### config.mk
export PLATFORM = sky130hd
export DESIGN_NAME = rdy_irq_ctrl
export DESIGN_NICKNAME = d
export VERILOG_FILES = /design/src/rtl/rdy_irq_pkg.sv /design/src/rtl/rdy_sync.sv /design/src/rtl/rdy_edge.sv /design/src/rtl/rdy_irq_regs.sv /design/src/rtl/rdy_irq_ctrl.sv
export SDC_FILE = /design/constraint.sdc
export NUM_CORES = 1
export LEC_CHECK = 0
export ABC_AREA = 1
export ABC_CLOCK_PERIOD_IN_PS = 1120
export BUFFER_PORTS_ARGS = -buffer_cell sky130_fd_sc_hd__buf_2
export CORE_UTILIZATION = 35
export CTS_BUF_LIST = sky130_fd_sc_hd__clkbuf_4 sky130_fd_sc_hd__clkbuf_8
export DETAILED_ROUTE_END_ITERATION = 10
export PLACE_DENSITY_LB_ADDON = 0.12
export SETUP_SLACK_MARGIN = 0.3
export SYNTH_ARGS = -nofsm -noshare
export SYNTH_HDL_FRONTEND = slang
export SYNTH_SLANG_ARGS = --single-unit
### constraint.sdc
create_clock -name clk_i -period 1.12 [get_ports clk_i]
set_clock_uncertainty 0.15 [all_clocks]
set_input_delay 0.168 -clock clk_i [delete_from_list [all_inputs] [get_ports clk_i]]
set_output_delay 0.168 -clock clk_i [all_outputs]
set_load 0.01 [all_outputs]
### src/rtl/rdy_irq_pkg.sv
`timescale 1ns/1ps
package rdy_irq_pkg;
  localparam int unsigned REG_W   = 8;
  localparam int unsigned N_SRC   = 4;
  localparam int unsigned GLB_BIT = 7;
  localparam int unsigned BSY_BIT = 7;
  localparam int unsigned RDY_SRC = 0;

  typedef enum logic {
    SEL_STAT = 1'b0,
    SEL_MASK = 1'b1
  } reg_sel_e;
endpackage

### src/rtl/rdy_sync.sv
`timescale 1ns/1ps
module rdy_sync #(
  parameter int unsigned STAGES  = 2,
  parameter logic        RST_VAL = 1'b1
) (
  input  logic clk_i,
  input  logic rst_ni,
  input  logic d_i,
  output logic q_o
);
  logic [STAGES-1:0] ff_q;

  generate
    if (STAGES == 1) begin : g_one
      always_ff @(posedge clk_i or negedge rst_ni) begin
        if (!rst_ni) ff_q <= RST_VAL;
        else         ff_q <= d_i;
      end
    end else begin : g_chain
      always_ff @(posedge clk_i or negedge rst_ni) begin
        if (!rst_ni) ff_q <= {STAGES{RST_VAL}};
        else         ff_q <= {ff_q[STAGES-2:0], d_i};
      end
    end
  endgenerate

  assign q_o = ff_q[STAGES-1];
endmodule

### src/rtl/rdy_edge.sv
`timescale 1ns/1ps
module rdy_edge #(
  parameter logic RST_VAL = 1'b1
) (
  input  logic clk_i,
  input  logic rst_ni,
  input  logic lvl_i,
  output logic rise_o
);
  logic prev_q;

  always_ff @(posedge clk_i or negedge rst_ni) begin
    if (!rst_ni) prev_q <= RST_VAL;
    else         prev_q <= lvl_i;
  end

  assign rise_o = lvl_i & ~prev_q;
endmodule

### src/rtl/rdy_irq_regs.sv
`timescale 1ns/1ps
module rdy_irq_regs
  import rdy_irq_pkg::*;
#(
  parameter int unsigned DATA_W = REG_W,
  parameter int unsigned NSRC   = N_SRC
) (
  input  logic              clk_i,
  input  logic              rst_ni,
  input  logic [NSRC-1:0]   set_i,
  input  logic              wr_en_i,
  input  reg_sel_e          sel_i,
  input  logic [DATA_W-1:0] wdata_i,
  output logic [NSRC-1:0]   status_o,
  output logic [DATA_W-1:0] mask_o
);
  logic [NSRC-1:0]   status_q;
  logic [NSRC-1:0]   clr;
  logic [DATA_W-1:0] mask_q;

  assign clr = (wr_en_i && sel_i == SEL_STAT) ? wdata_i[NSRC-1:0] : '0;

  // set has priority over a same-cycle write-one clear
  generate
    for (genvar i = 0; i < NSRC; i++) begin : g_stat
      always_ff @(posedge clk_i or negedge rst_ni) begin
        if (!rst_ni) status_q[i] <= 1'b0;
        else         status_q[i] <= set_i[i] | (status_q[i] & ~clr[i]);
      end
    end
  endgenerate

  always_ff @(posedge clk_i or negedge rst_ni) begin
    if (!rst_ni)                          mask_q <= '0;
    else if (wr_en_i && sel_i == SEL_MASK) mask_q <= wdata_i;
  end

  assign status_o = status_q;
  assign mask_o   = mask_q;
endmodule

### src/rtl/rdy_irq_ctrl.sv
`timescale 1ns/1ps
module rdy_irq_ctrl
  import rdy_irq_pkg::*;
#(
  parameter int unsigned SYNC_STAGES = 2,
  parameter int unsigned DATA_W      = REG_W,
  parameter int unsigned NSRC        = N_SRC,
  parameter int unsigned GLB         = GLB_BIT,
  parameter int unsigned BSY         = BSY_BIT
) (
  input  logic              clk_i,
  input  logic              rst_ni,
  input  logic              rb_i,
  input  logic              wr_en_i,
  input  logic              addr_i,
  input  logic [DATA_W-1:0] wdata_i,
  output logic [DATA_W-1:0] rdata_o,
  output logic              irq_o
);
  logic            rb_s;
  logic            rise;
  logic [NSRC-1:0] src_set;
  logic [NSRC-1:0] status_w;
  logic [DATA_W-1:0] mask_w;
  reg_sel_e        sel;

  assign sel = reg_sel_e'(addr_i);

  rdy_sync #(.STAGES(SYNC_STAGES), .RST_VAL(1'b1)) i_sync (
    .clk_i (clk_i),
    .rst_ni(rst_ni),
    .d_i   (rb_i),
    .q_o   (rb_s)
  );

  rdy_edge #(.RST_VAL(1'b1)) i_edge (
    .clk_i (clk_i),
    .rst_ni(rst_ni),
    .lvl_i (rb_s),
    .rise_o(rise)
  );

  // only the ready source is wired; the rest read zero
  generate
    for (genvar i = 0; i < NSRC; i++) begin : g_src
      if (i == RDY_SRC) begin : g_rdy
        assign src_set[i] = rise;
      end else begin : g_none
        assign src_set[i] = 1'b0;
      end
    end
  endgenerate

  rdy_irq_regs #(.DATA_W(DATA_W), .NSRC(NSRC)) i_regs (
    .clk_i   (clk_i),
    .rst_ni  (rst_ni),
    .set_i   (src_set),
    .wr_en_i (wr_en_i),
    .sel_i   (sel),
    .wdata_i (wdata_i),
    .status_o(status_w),
    .mask_o  (mask_w)
  );

  always_comb begin
    rdata_o = '0;
    if (sel == SEL_MASK) begin
      rdata_o = mask_w;
    end else begin
      rdata_o[NSRC-1:0] = status_w;
      rdata_o[BSY]      = ~rb_s;
    end
  end

  assign irq_o = mask_w[GLB] & (|(status_w & mask_w[NSRC-1:0]));
endmodule

Yosys cells after proc, flatten, opt, wreduce, memory -nomap -nowiden
Index checks and enable logic that the tools add are counted.

Flip-flop bits (word level): 15. Output and inout port bits: 9.

Multiplexer cells: 4. Bitwise logic cells: 15. Reductions and logical operators: 3.

Operators with widths (count): $mux W4 (2); $not A1 Y1 (7); $and A1 B1 Y1 (6); $and A4 B4 Y4 (1); $reduce_or A4 Y1 (1); $mux W3 (1); $logic_and A1 B1 Y1 (2); $mux W1 (1); $or A1 B1 Y1 (1).

Depth between registers and ports, before layout
Gate-level depths: netlist of the first run.

Depth in word-level cells: 6. Mapped depth: 4.

Modules after synthesis
A second synthesis of the first run with hierarchy kept.

Cell total of the unflattened synthesis: 92. Area total of the unflattened synthesis: 718.2 µm².

Modules (own cells, without submodules): rdy_irq_regs (times used 1, cells each 56, area an instance 491.7 µm², sequential area each 300.3 µm²); rdy_irq_ctrl (times used 1, cells each 31, area an instance 137.6 µm², sequential area each 0.0 µm²); rdy_sync (times used 1, cells each 2, area an instance 52.6 µm², sequential area each 52.6 µm²); rdy_edge (times used 1, cells each 3, area an instance 36.3 µm², sequential area each 26.3 µm²).

Worst setup path before layout of the first run
No wires, ideal clock.

Kind: register to output. Start point: register i_sync.ff_q[1]. End point: output rdata_o[7]. Arrival: 639 ps. Path slack: 163 ps. Stages on the path, launching flop included: 2. Path through: dfstp_2 -> o21ai_0.

Word-level cells in the longest chain between the ends: 2.

RTL lines: start: declaration (RTL line rdy_sync.sv:11) `logic [STAGES-1:0] ff_q;`; start signal: assignment (RTL line rdy_sync.sv:21) `if (!rst_ni) ff_q <= {STAGES{RST_VAL}};`; start signal: assignment (RTL line rdy_sync.sv:22) `else ff_q <= {ff_q[STAGES-2:0], d_i};`; $not A1 Y1 (RTL line rdy_irq_ctrl.sv:71) `rdata_o[BSY] = ~rb_s;`; $mux W1 (RTL line rdy_irq_ctrl.sv:67) `if (sel == SEL_MASK) begin`; end: declaration (RTL line rdy_irq_ctrl.sv:17) `output logic [DATA_W-1:0] rdata_o,`.

Every way passes these cells.

Worst setup path in the final report of the first run
Start point: register i_regs.status_q[1] (netlist: i_regs.status_o[1]). End point: output irq_o.

Word-level cells in the longest chain between the ends: 3.

RTL lines: start: declaration (RTL line rdy_irq_regs.sv:17) `logic [NSRC-1:0] status_q;`; start signal: indexed assignment (RTL line rdy_irq_regs.sv:28) `else status_q[i] <= set_i[i] | (status_q[i] & ~clr[i]);`; $and A4 B4 Y4 (RTL line rdy_irq_ctrl.sv:75) `assign irq_o = mask_w[GLB] & (|(status_w & mask_w[NSRC-1:0]));`; $reduce_or A4 Y1 (RTL line rdy_irq_ctrl.sv:75); $and A1 B1 Y1 (RTL line rdy_irq_ctrl.sv:75); end: declaration (RTL line rdy_irq_ctrl.sv:18) `output logic irq_o`.

Every way passes these cells.

==> impl_metrics.ini, run 1 <==
[run_status]
status = complete, but fails checks
violations = negative hold slack, negative setup slack

[setup_path]
arrival_ps = 1100
critPathMaxFanout = 2
reg2reg_to = i_regs.status_o[0]$_DFF_PN0_
reg2reg_setup_slack_ps = 130
worstPathRequired_ps = 800
critPathKind = reg2out
worst_setup_path_end_kind = output port
worstSetupStartpointType = register
r2r_start = i_sync.ff_q[1]$_DFF_PN1_
reg2regPathDepth = 3

[global_route]
grt_first_pass_wirelength_um = 2440
grt_max_degree = 16
antenna_found_initial = 0
grt_pass1_vias = 573
grt_usage_pct = 17.0
gr-total-overflow = 0

[synthesis]
async_flop_share_pct = 100
yosysSeqAreaShare_pct = 56.2
yosysTopAreaCellShare_pct = 44.5
ys.flop_type = dfrtp_1
synth_warnings = 0
synthTopCellsByArea = dfrtp_1 45%, nand2_1 19%, dfstp_2 12%
synth-edff-count = 0
avgSynthCellArea_sq_um = 8.22
yosys.area_share.xor_xnor_pct = 0
synthSimpleGateAreaFrac_pct = 25.8
yosys.area_share.adder_pct = 0
synth_top_family_by_area = simple AND/OR/NAND/NOR gates
synth_common_cells = 35 x nand2_1, 12 x dfrtp_1, 12 x inv_1
synth-seq-cells = 15
synthMuxAreaShare_pct = 0
yosys.area.top_type = dfrtp_1
netlist_area_sq_um = 674
syn_nets = 95
synth_most_common_cell = nand2_1
synth_compound_area_share_pct = 8.91
synth_cell_types = 12
synth_cells = 82

[placement]
post-dp-hpwl_um = 1020
dp.cells = 129
globalplace.congestion = 0.765
io_buffers = 21
place_area_sq_um = 827

[sta]
final-setup-viol-count = 9
worst_slack_ps = -297
min_period_over_period_pct = 127
clock.fmax_mhz = 706
hold-worst-slack_ps = -54.2
hold_violations = 7
slew_headroom_pct = 77.4
rsz0062_at_grt = true
drv_slew = 0
tightest_slew_ps = 339
min_period_ps = 1420

[clock_network]
ctsHtreeMaxLevel = 1
cts_tree = done
cts-root-buf = clkbuf_4
path_clk_slew_ps = 100
cts.sinks = 15
cts_buffers = 3
clock_latency_ps = 290
cts_buffer_depth = 2
postCtsHoldBufs = 2

[min_path]
hold_path.class = in2reg
hold_path_end = i_regs.mask_o[6]$_DFFE_PN0P_
worstHoldStart = wdata_i[6]
hold_depth = 3

[floorplanning]
fp.dieW_um = 45.9
die_h_um = 45.9
design.core.area_sq_um = 1760
placementRows = 15
ios = 22
start_util_pct = 38.2
die_area_sq_um = 2110

[route]
viasPerCell = 4.45
first_pass_iters = 4
wire_per_inst_um = 10.9
routed-via-count = 636
drt_iter0_drc = 16
ant_nets = 0
wl_um = 1560
drc = 0

[finish]
final_cell_area_sq_um = 1020
antenna_cells = 0
final_nets = 132
drive_gt1_share_pct = 51.7
area_delta_synth_final_pct = 51.6
instances_no_fill = 143

[pwr]
fin_total_pwr_uw = 1230
ir_drop_uv = 1030
p_leak_uw = 0.000596
pwr_density_cell_nw_per_um2 = 1200

[job]
max_cap_viol_count = 0
-- per-stage QoR --
stage,TNS [ps],utilization [%],setup WS [ps]
2_1_floorplan,0,-,170
3_3_place_gp,0,46.9,28.7
3_5_place_dp,0,46.9,30.2
4_1_cts,-1620,54.5,-290
5_1_grt,-2090,57.9,-338
6_report,-1770,57.9,-297
-- worst max-delay path: stages (launching register included) --
cell and delay [ps]:
dfrtp_1 410, nand2_1 70, nand2_1 50, nor2_1 100
nor2_1 50, buf_2 130
-- flip-flops by register name, summed over array words and instances, names as in the netlist --
register,cells
i_regs.mask_o,8
i_regs.status_o,4
i_sync.ff_q,2
i_edge.prev_q,1
-- area by class of cell --
class                           count  area, sq um
Timing Repair Buffer               34          255
Tap cell                           25         31.3
Inverter                           12         48.8
Multi-Input combinational cell     53          280
Clock buffer                        3         22.5
Fill cell                         181          742
Sequential cell                    15          379
Clock inverter                      1         5.00
-- repair_timing --
| item | CTS | global route |
|---|---|---|
| buffers inserted | 6 | 2 |
| pin swaps | 10 | 6 |
| gates resized for setup | 11 | 16 |
| gates cloned | 0 | 0 |
| setup endpoints to repair | 10 | 19 |
| endpoints found under the hold margin | 23 | 3 |
-- worst max path at each step --
stage / startpoint / end / slack [ps] / depth (start not counted)
3_3_place_gp: i_regs.status_o[1]$_DFF_PN0_ / irq_o / 30 / 5
6_report: i_regs.status_o[1]$_DFF_PN0_ / irq_o / -300 / 5
4_1_cts: i_regs.status_o[3]$_DFF_PN0_ / irq_o / -290 / 5
3_5_place_dp: i_regs.status_o[1]$_DFF_PN0_ / irq_o / 30 / 5
2_1_floorplan: i_regs.mask_o[1]$_DFFE_PN0P_ / irq_o / 170 / 4
5_1_grt: i_regs.status_o[3]$_DFF_PN0_ / irq_o / -340 / 5
-- power breakdown --
group          internal (uW)  switching (uW)
clock                    133             192
combinational            142             137
sequential               591            30.2
total                    866             359
-- cells in the final DEF (no fill, tap or decap) --
cell type / netlist / routed
a21oi_2: 1 / 1
buf_2: 1 / 17
nor2_1: 3 / 3
o21ai_2: 3 / 4
clkbuf_4: 0 / 3
clkinv_2: 0 / 1
clkinvlp_4: 0 / 1
o21ai_1: 0 / 3
nand2_4: 0 / 2
dfrtp_1: 12 / 12
nand2_1: 35 / 22
dlygate4sd3_1: 0 / 2
nand3_1: 5 / 5
o21ai_0: 5 / 1
buf_6: 1 / 10
inv_1: 12 / 9
buf_4: 0 / 5
nand2_2: 1 / 12
dfstp_2: 3 / 3
inv_2: 0 / 2
-- routing by layer --
metal / routed length, um / up-vias / track usage, %
met5: 0 / - / 0
met4: 43 / 0 / 8.82
met3: 95 / 4 / 3.17
met2: 805 / 20 / 30.4
met1: 615 / 294 / 18.8
li1: - / 318 / -
-- cell families after synthesis --
family | after synthesis
AOI/OAI and AO/OA | 9
buffers and inverters | 14
DFF | 15
and+or+nand+nor | 44
No activity file was read; power rests on OpenSTA's default activity.
==> run 2: changes to the inputs <==
--- a/config.mk
+++ b/config.mk
@@ -7,10 +7,10 @@
 export LEC_CHECK = 0
 export ABC_AREA = 1
 export ABC_CLOCK_PERIOD_IN_PS = 1120
-export BUFFER_PORTS_ARGS = -buffer_cell sky130_fd_sc_hd__buf_2
 export CORE_UTILIZATION = 35
 export CTS_BUF_LIST = sky130_fd_sc_hd__clkbuf_4 sky130_fd_sc_hd__clkbuf_8
 export DETAILED_ROUTE_END_ITERATION = 10
+export DONT_BUFFER_PORTS = 1
 export PLACE_DENSITY_LB_ADDON = 0.12
 export SETUP_SLACK_MARGIN = 0.3
 export SYNTH_ARGS = -nofsm -noshare
==> impl_metrics.ini, run 2 (synthesis gave the netlist of run 1 again) <==
[route]
wl_um = 1420
wire_per_inst_um = 11.5
ant_nets = 0
viasPerCell = 4.55
routed-via-count = 560
first_pass_iters = 4
drt_iter0_drc = 10
drc = 0

[setup_path]
critPathKind = reg2out
reg2reg_setup_slack_ps = 50
reg2reg_to = i_regs.status_o[0]$_DFF_PN0_
worstPathRequired_ps = 800
worstSetupStartpointType = register
r2r_start = i_sync.ff_q[1]$_DFF_PN1_
critPathMaxFanout = 2
worst_setup_path_end_kind = output port
arrival_ps = 990
reg2regPathDepth = 4

[finish]
largest_register_ffs = 8
area_delta_synth_final_pct = 32.5
final_nets = 112
nFillCells = 195
antenna_cells = 0
final_cell_mix = 27 x nand2_1, 12 x dfrtp_1, 9 x nand2_2
final_cell_area_sq_um = 893
drive_gt1_share_pct = 36.7
multi_input_area_sq_um = 268
regArea_sq_um = 379
final_common_cell = nand2_1

[floorplanning]
design.core.area_sq_um = 1760
start_util_pct = 38.2
die_area_sq_um = 2110
ios = 22
fp.dieW_um = 45.9
placementRows = 15
die_h_um = 45.9

[placement]
globalplace.congestion = 0.681
io_buffers = 0
place_area_sq_um = 699
post-dp-hpwl_um = 949

[clock_network]
cts-root-buf = clkbuf_4
postCtsHoldBufs = 7
clock_latency_ps = 280
cts_buffer_depth = 2
path_clk_slew_ps = 80
cts_buffers = 3
ctsHtreeMaxLevel = 1
cts_tree = done
cts.sinks = 15

[run_status]
violations = negative hold slack, negative setup slack
status = complete, but fails checks

[min_path]
hold_path.class = in2async

[sta]
worst_slack_ps = -185
clock.fmax_mhz = 766
hold_violations = 22
min_period_over_period_pct = 117
slew_headroom_pct = 55.0
rsz0062_at_grt = true
hold-worst-slack_ps = -169
min_period_ps = 1310
tightest_slew_ps = 675
drv_slew = 0
final-setup-viol-count = 6

[global_route]
grt_max_degree = 16
grt_first_pass_wirelength_um = 2260
grt_usage_pct = 15.8
grt_pass1_vias = 509
gr-total-overflow = 0
antenna_found_initial = 0

[pwr]
ir_drop_uv = 799
pwr_density_cell_nw_per_um2 = 1280
fin_total_pwr_uw = 1150
p_leak_uw = 0.000511

[job]
max_cap_viol_count = 0
## run 2: power breakdown
part	internal (uW)	total, uW	switching (uW)	leakage [uW]
clock network	163	331	168	0.0000184
logic	87.4	197	109	0.000311
registers	591	618	26.6	0.000181
total	841	1150	304	0.000511
## run 2: what timing repair did
item	CTS	global route
endpoints found under the hold margin	28	22
pin swaps	7	7
endpoints found under the setup margin	10	35
gates resized for setup	10	12
buffers inserted	5	2
## run 2: critical path, stage by stage (launching register included)
cell and delay, ps:
dfrtp_1 390, nand2_1 80, nand2_1 50, nor2_1 130
nor2_2 70
## run 2: how the worst max path moves through the flow
stage / start / to / slack [ps] / depth (start not counted)
after floorplan: i_regs.mask_o[1]$_DFFE_PN0P_ / irq_o / 170 / 4
after global placement: i_regs.status_o[0]$_DFF_PN0_ / irq_o / 100 / 4
after detailed placement: i_regs.status_o[3]$_DFF_PN0_ / irq_o / 100 / 4
after CTS: i_regs.mask_o[3]$_DFFE_PN0P_ / irq_o / -190 / 4
after global routing: i_regs.mask_o[3]$_DFFE_PN0P_ / irq_o / -250 / 4
final: i_regs.mask_o[0]$_DFFE_PN0P_ / irq_o / -190 / 4
## run 2: area by class of cell
type	count	share of cell area, %
Timing Repair Buffer	14	15.7
Tap cell	25	3.50
Multi-Input combinational cell	53	30.0
Inverter	12	5.04
Sequential cell	15	42.4
Clock buffer	4	3.36
## run 2: routing by layer
| metal | wire length [um] | up-vias | global-route usage, % |
|---|---|---|---|
| met4 | 38 | 0 | 8.82 |
| li1 | - | 278 | - |
| met2 | 658 | 14 | 23.9 |
| met1 | 654 | 264 | 19.8 |
| met5 | 0 | - | 0 |
| met3 | 65 | 4 | 4.76 |
## run 2: through the flow
stage	worst slack (ps)	TNS, ps	util, %	cells
after floorplan	170	0	-	82
after global placement	97.9	0	39.6	105
after detailed placement	99.1	0	39.6	105
after CTS	-194	-786	48.4	121
after global routing	-252	-1060	50.6	123
final	-185	-731	50.6	123
==> run 3: changes to the inputs <==
--- a/config.mk
+++ b/config.mk
@@ -6,7 +6,7 @@
 export NUM_CORES = 1
 export LEC_CHECK = 0
 export ABC_AREA = 1
-export ABC_CLOCK_PERIOD_IN_PS = 1120
+export ABC_CLOCK_PERIOD_IN_PS = 1200
 export CORE_UTILIZATION = 35
 export CTS_BUF_LIST = sky130_fd_sc_hd__clkbuf_4 sky130_fd_sc_hd__clkbuf_8
 export DETAILED_ROUTE_END_ITERATION = 10
==> constraint.sdc (replaced) <==
create_clock -name clk_i -period 1.2 [get_ports clk_i]
set_clock_uncertainty 0.15 [all_clocks]
set_input_delay 0.18 -clock clk_i [delete_from_list [all_inputs] [get_ports clk_i]]
set_output_delay 0.18 -clock clk_i [all_outputs]
set_load 0.01 [all_outputs]
==> impl_metrics.ini, run 3 (synthesis gave the netlist of run 1 again) <==
[pwr]
fin_total_pwr_uw = 1070
pwr_density_cell_nw_per_um2 = 1200
ir_drop_uv = 668
p_leak_uw = 0.000501

[floorplanning]
fp.dieW_um = 45.9
die_area_sq_um = 2110
ios = 22
design.core.area_sq_um = 1760
placementRows = 15
start_util_pct = 38.2
die_h_um = 45.9

[sta]
drv_slew = 0
min_period_ps = 1320
hold-worst-slack_ps = -144
clock.fmax_mhz = 758
worst_slack_ps = -120
tightest_slew_ps = 694
hold_violations = 18
min_period_over_period_pct = 110
slew_headroom_pct = 53.7
final-setup-viol-count = 4
finalSetupTns_ps = -218
rsz0062_at_grt = true

[route]
wire_per_inst_um = 12.0
viasPerCell = 4.66
routed-via-count = 569
first_pass_iters = 3
drt_iter0_drc = 13
drc = 0
ant_nets = 0
wl_um = 1460

[clock_network]
postCtsHoldBufs = 12
clock_latency_ps = 270
ctsHtreeMaxLevel = 1
cts.sinks = 15
cts_buffer_depth = 2
cts-root-buf = clkbuf_4
path_clk_slew_ps = 80
cts_buffers = 3
cts_tree = done

[placement]
post-dp-hpwl_um = 898
globalplace.congestion = 0.727
io_buffers = 0

[global_route]
grt_pass1_vias = 526
gr-total-overflow = 0
grt_usage_pct = 16.4
grt_first_pass_wirelength_um = 2420
antenna_found_initial = 0
grt_max_degree = 16

[setup_path]
r2r_start = i_sync.ff_q[1]$_DFF_PN1_
setup.worst_path.end = irq_o
worstPathRequired_ps = 870
arrival_ps = 990
critPathMaxFanout = 3
reg2reg_to = i_regs.status_o[0]$_DFF_PN0_
timing.critical_path.from = i_regs.status_o[1]$_DFF_PN0_
worst_setup_path_end_kind = output port
worstSetupStartpointType = register
reg2reg_setup_slack_ps = 120
critPathKind = reg2out
reg2regPathDepth = 4

[run_status]
status = complete, but fails checks
violations = negative hold slack, negative setup slack

[finish]
drive_gt1_share_pct = 35.1
antenna_cells = 0
final_common_cell = nand2_1
area_delta_synth_final_pct = 32.8
utilization_pct = 50.8
final_cell_mix = 26 x nand2_1, 12 x dfrtp_1, 10 x nand2_2
largest_register_ffs = 8
final_nets = 111

[job]
max_cap_viol_count = 0

[min_path]
hold_path.class = in2async
## run 3: changes by cell type in the layout (fill, tap and decap cells not counted), sizes merged
cell	before	now
buf	7	4
dlymetal6s4s	4	3
dlygate4sd3	3	6
## run 3: worst max-delay path, cell delays in order (launching register included)
cell and delay, ps:
dfrtp_1 410, nand2_1 80, nand2_1 60, nor2_2 110
nor2_2 60
## run 3: area by class of cell
cell class,instances,area [sq um]
inverter,12,45.0
timing repair buffer,13,139
clock buffer,4,30.0
sequential,15,379
fill,186,868
multi-input combinational,53,272
tap,25,31.3
## run 3: worst min path at each step
stage	start	endpoint	slack (ps)	cells after the start
after floorplan	rst_ni	i_regs.mask_o[0]$_DFFE_PN0P_	-270	0
after global placement	rst_ni	i_regs.mask_o[0]$_DFFE_PN0P_	-270	0
after detailed placement	rst_ni	i_regs.mask_o[0]$_DFFE_PN0P_	-270	0
after CTS	addr_i	i_regs.status_o[0]$_DFF_PN0_	60	4
after global routing	rst_ni	i_regs.mask_o[4]$_DFFE_PN0P_	-100	1
final	rst_ni	i_regs.mask_o[0]$_DFFE_PN0P_	-140	1
## run 3: timing repair
item / 4_1_cts / 5_1_grt
endpoints found under the hold margin: 28 / 18
pin swaps: 6 / 10
setup endpoints to repair: 10 / 33
gates resized for setup: 13 / 15
buffers inserted: 2 / 2
## run 3: per-layer routing
metal | global-route usage [%] | wire length, um
met1 | 22.8 | 699
met4 | 8.82 | 12
met2 | 24.2 | 720
met3 | 2.38 | 32
met5 | 0 | 0
## run 3: power by group
group          internal [uW]  switching [uW]
registers                552            25.8
clock network            151             148
logic                   88.3             108
total                    791             282
## run 3: per-stage QoR
step | worst slack [ps] | cell area (sq um) | instances | hold slack, ps
finish | -120 | 896 | 122 | -144
global route | -192 | 896 | 122 | -104
CTS | -131 | 877 | 123 | 61.5
detailed placement | 163 | 689 | 105 | -265
global placement | 168 | 689 | 105 | -265
floorplan | 237 | 674 | 82 | -266
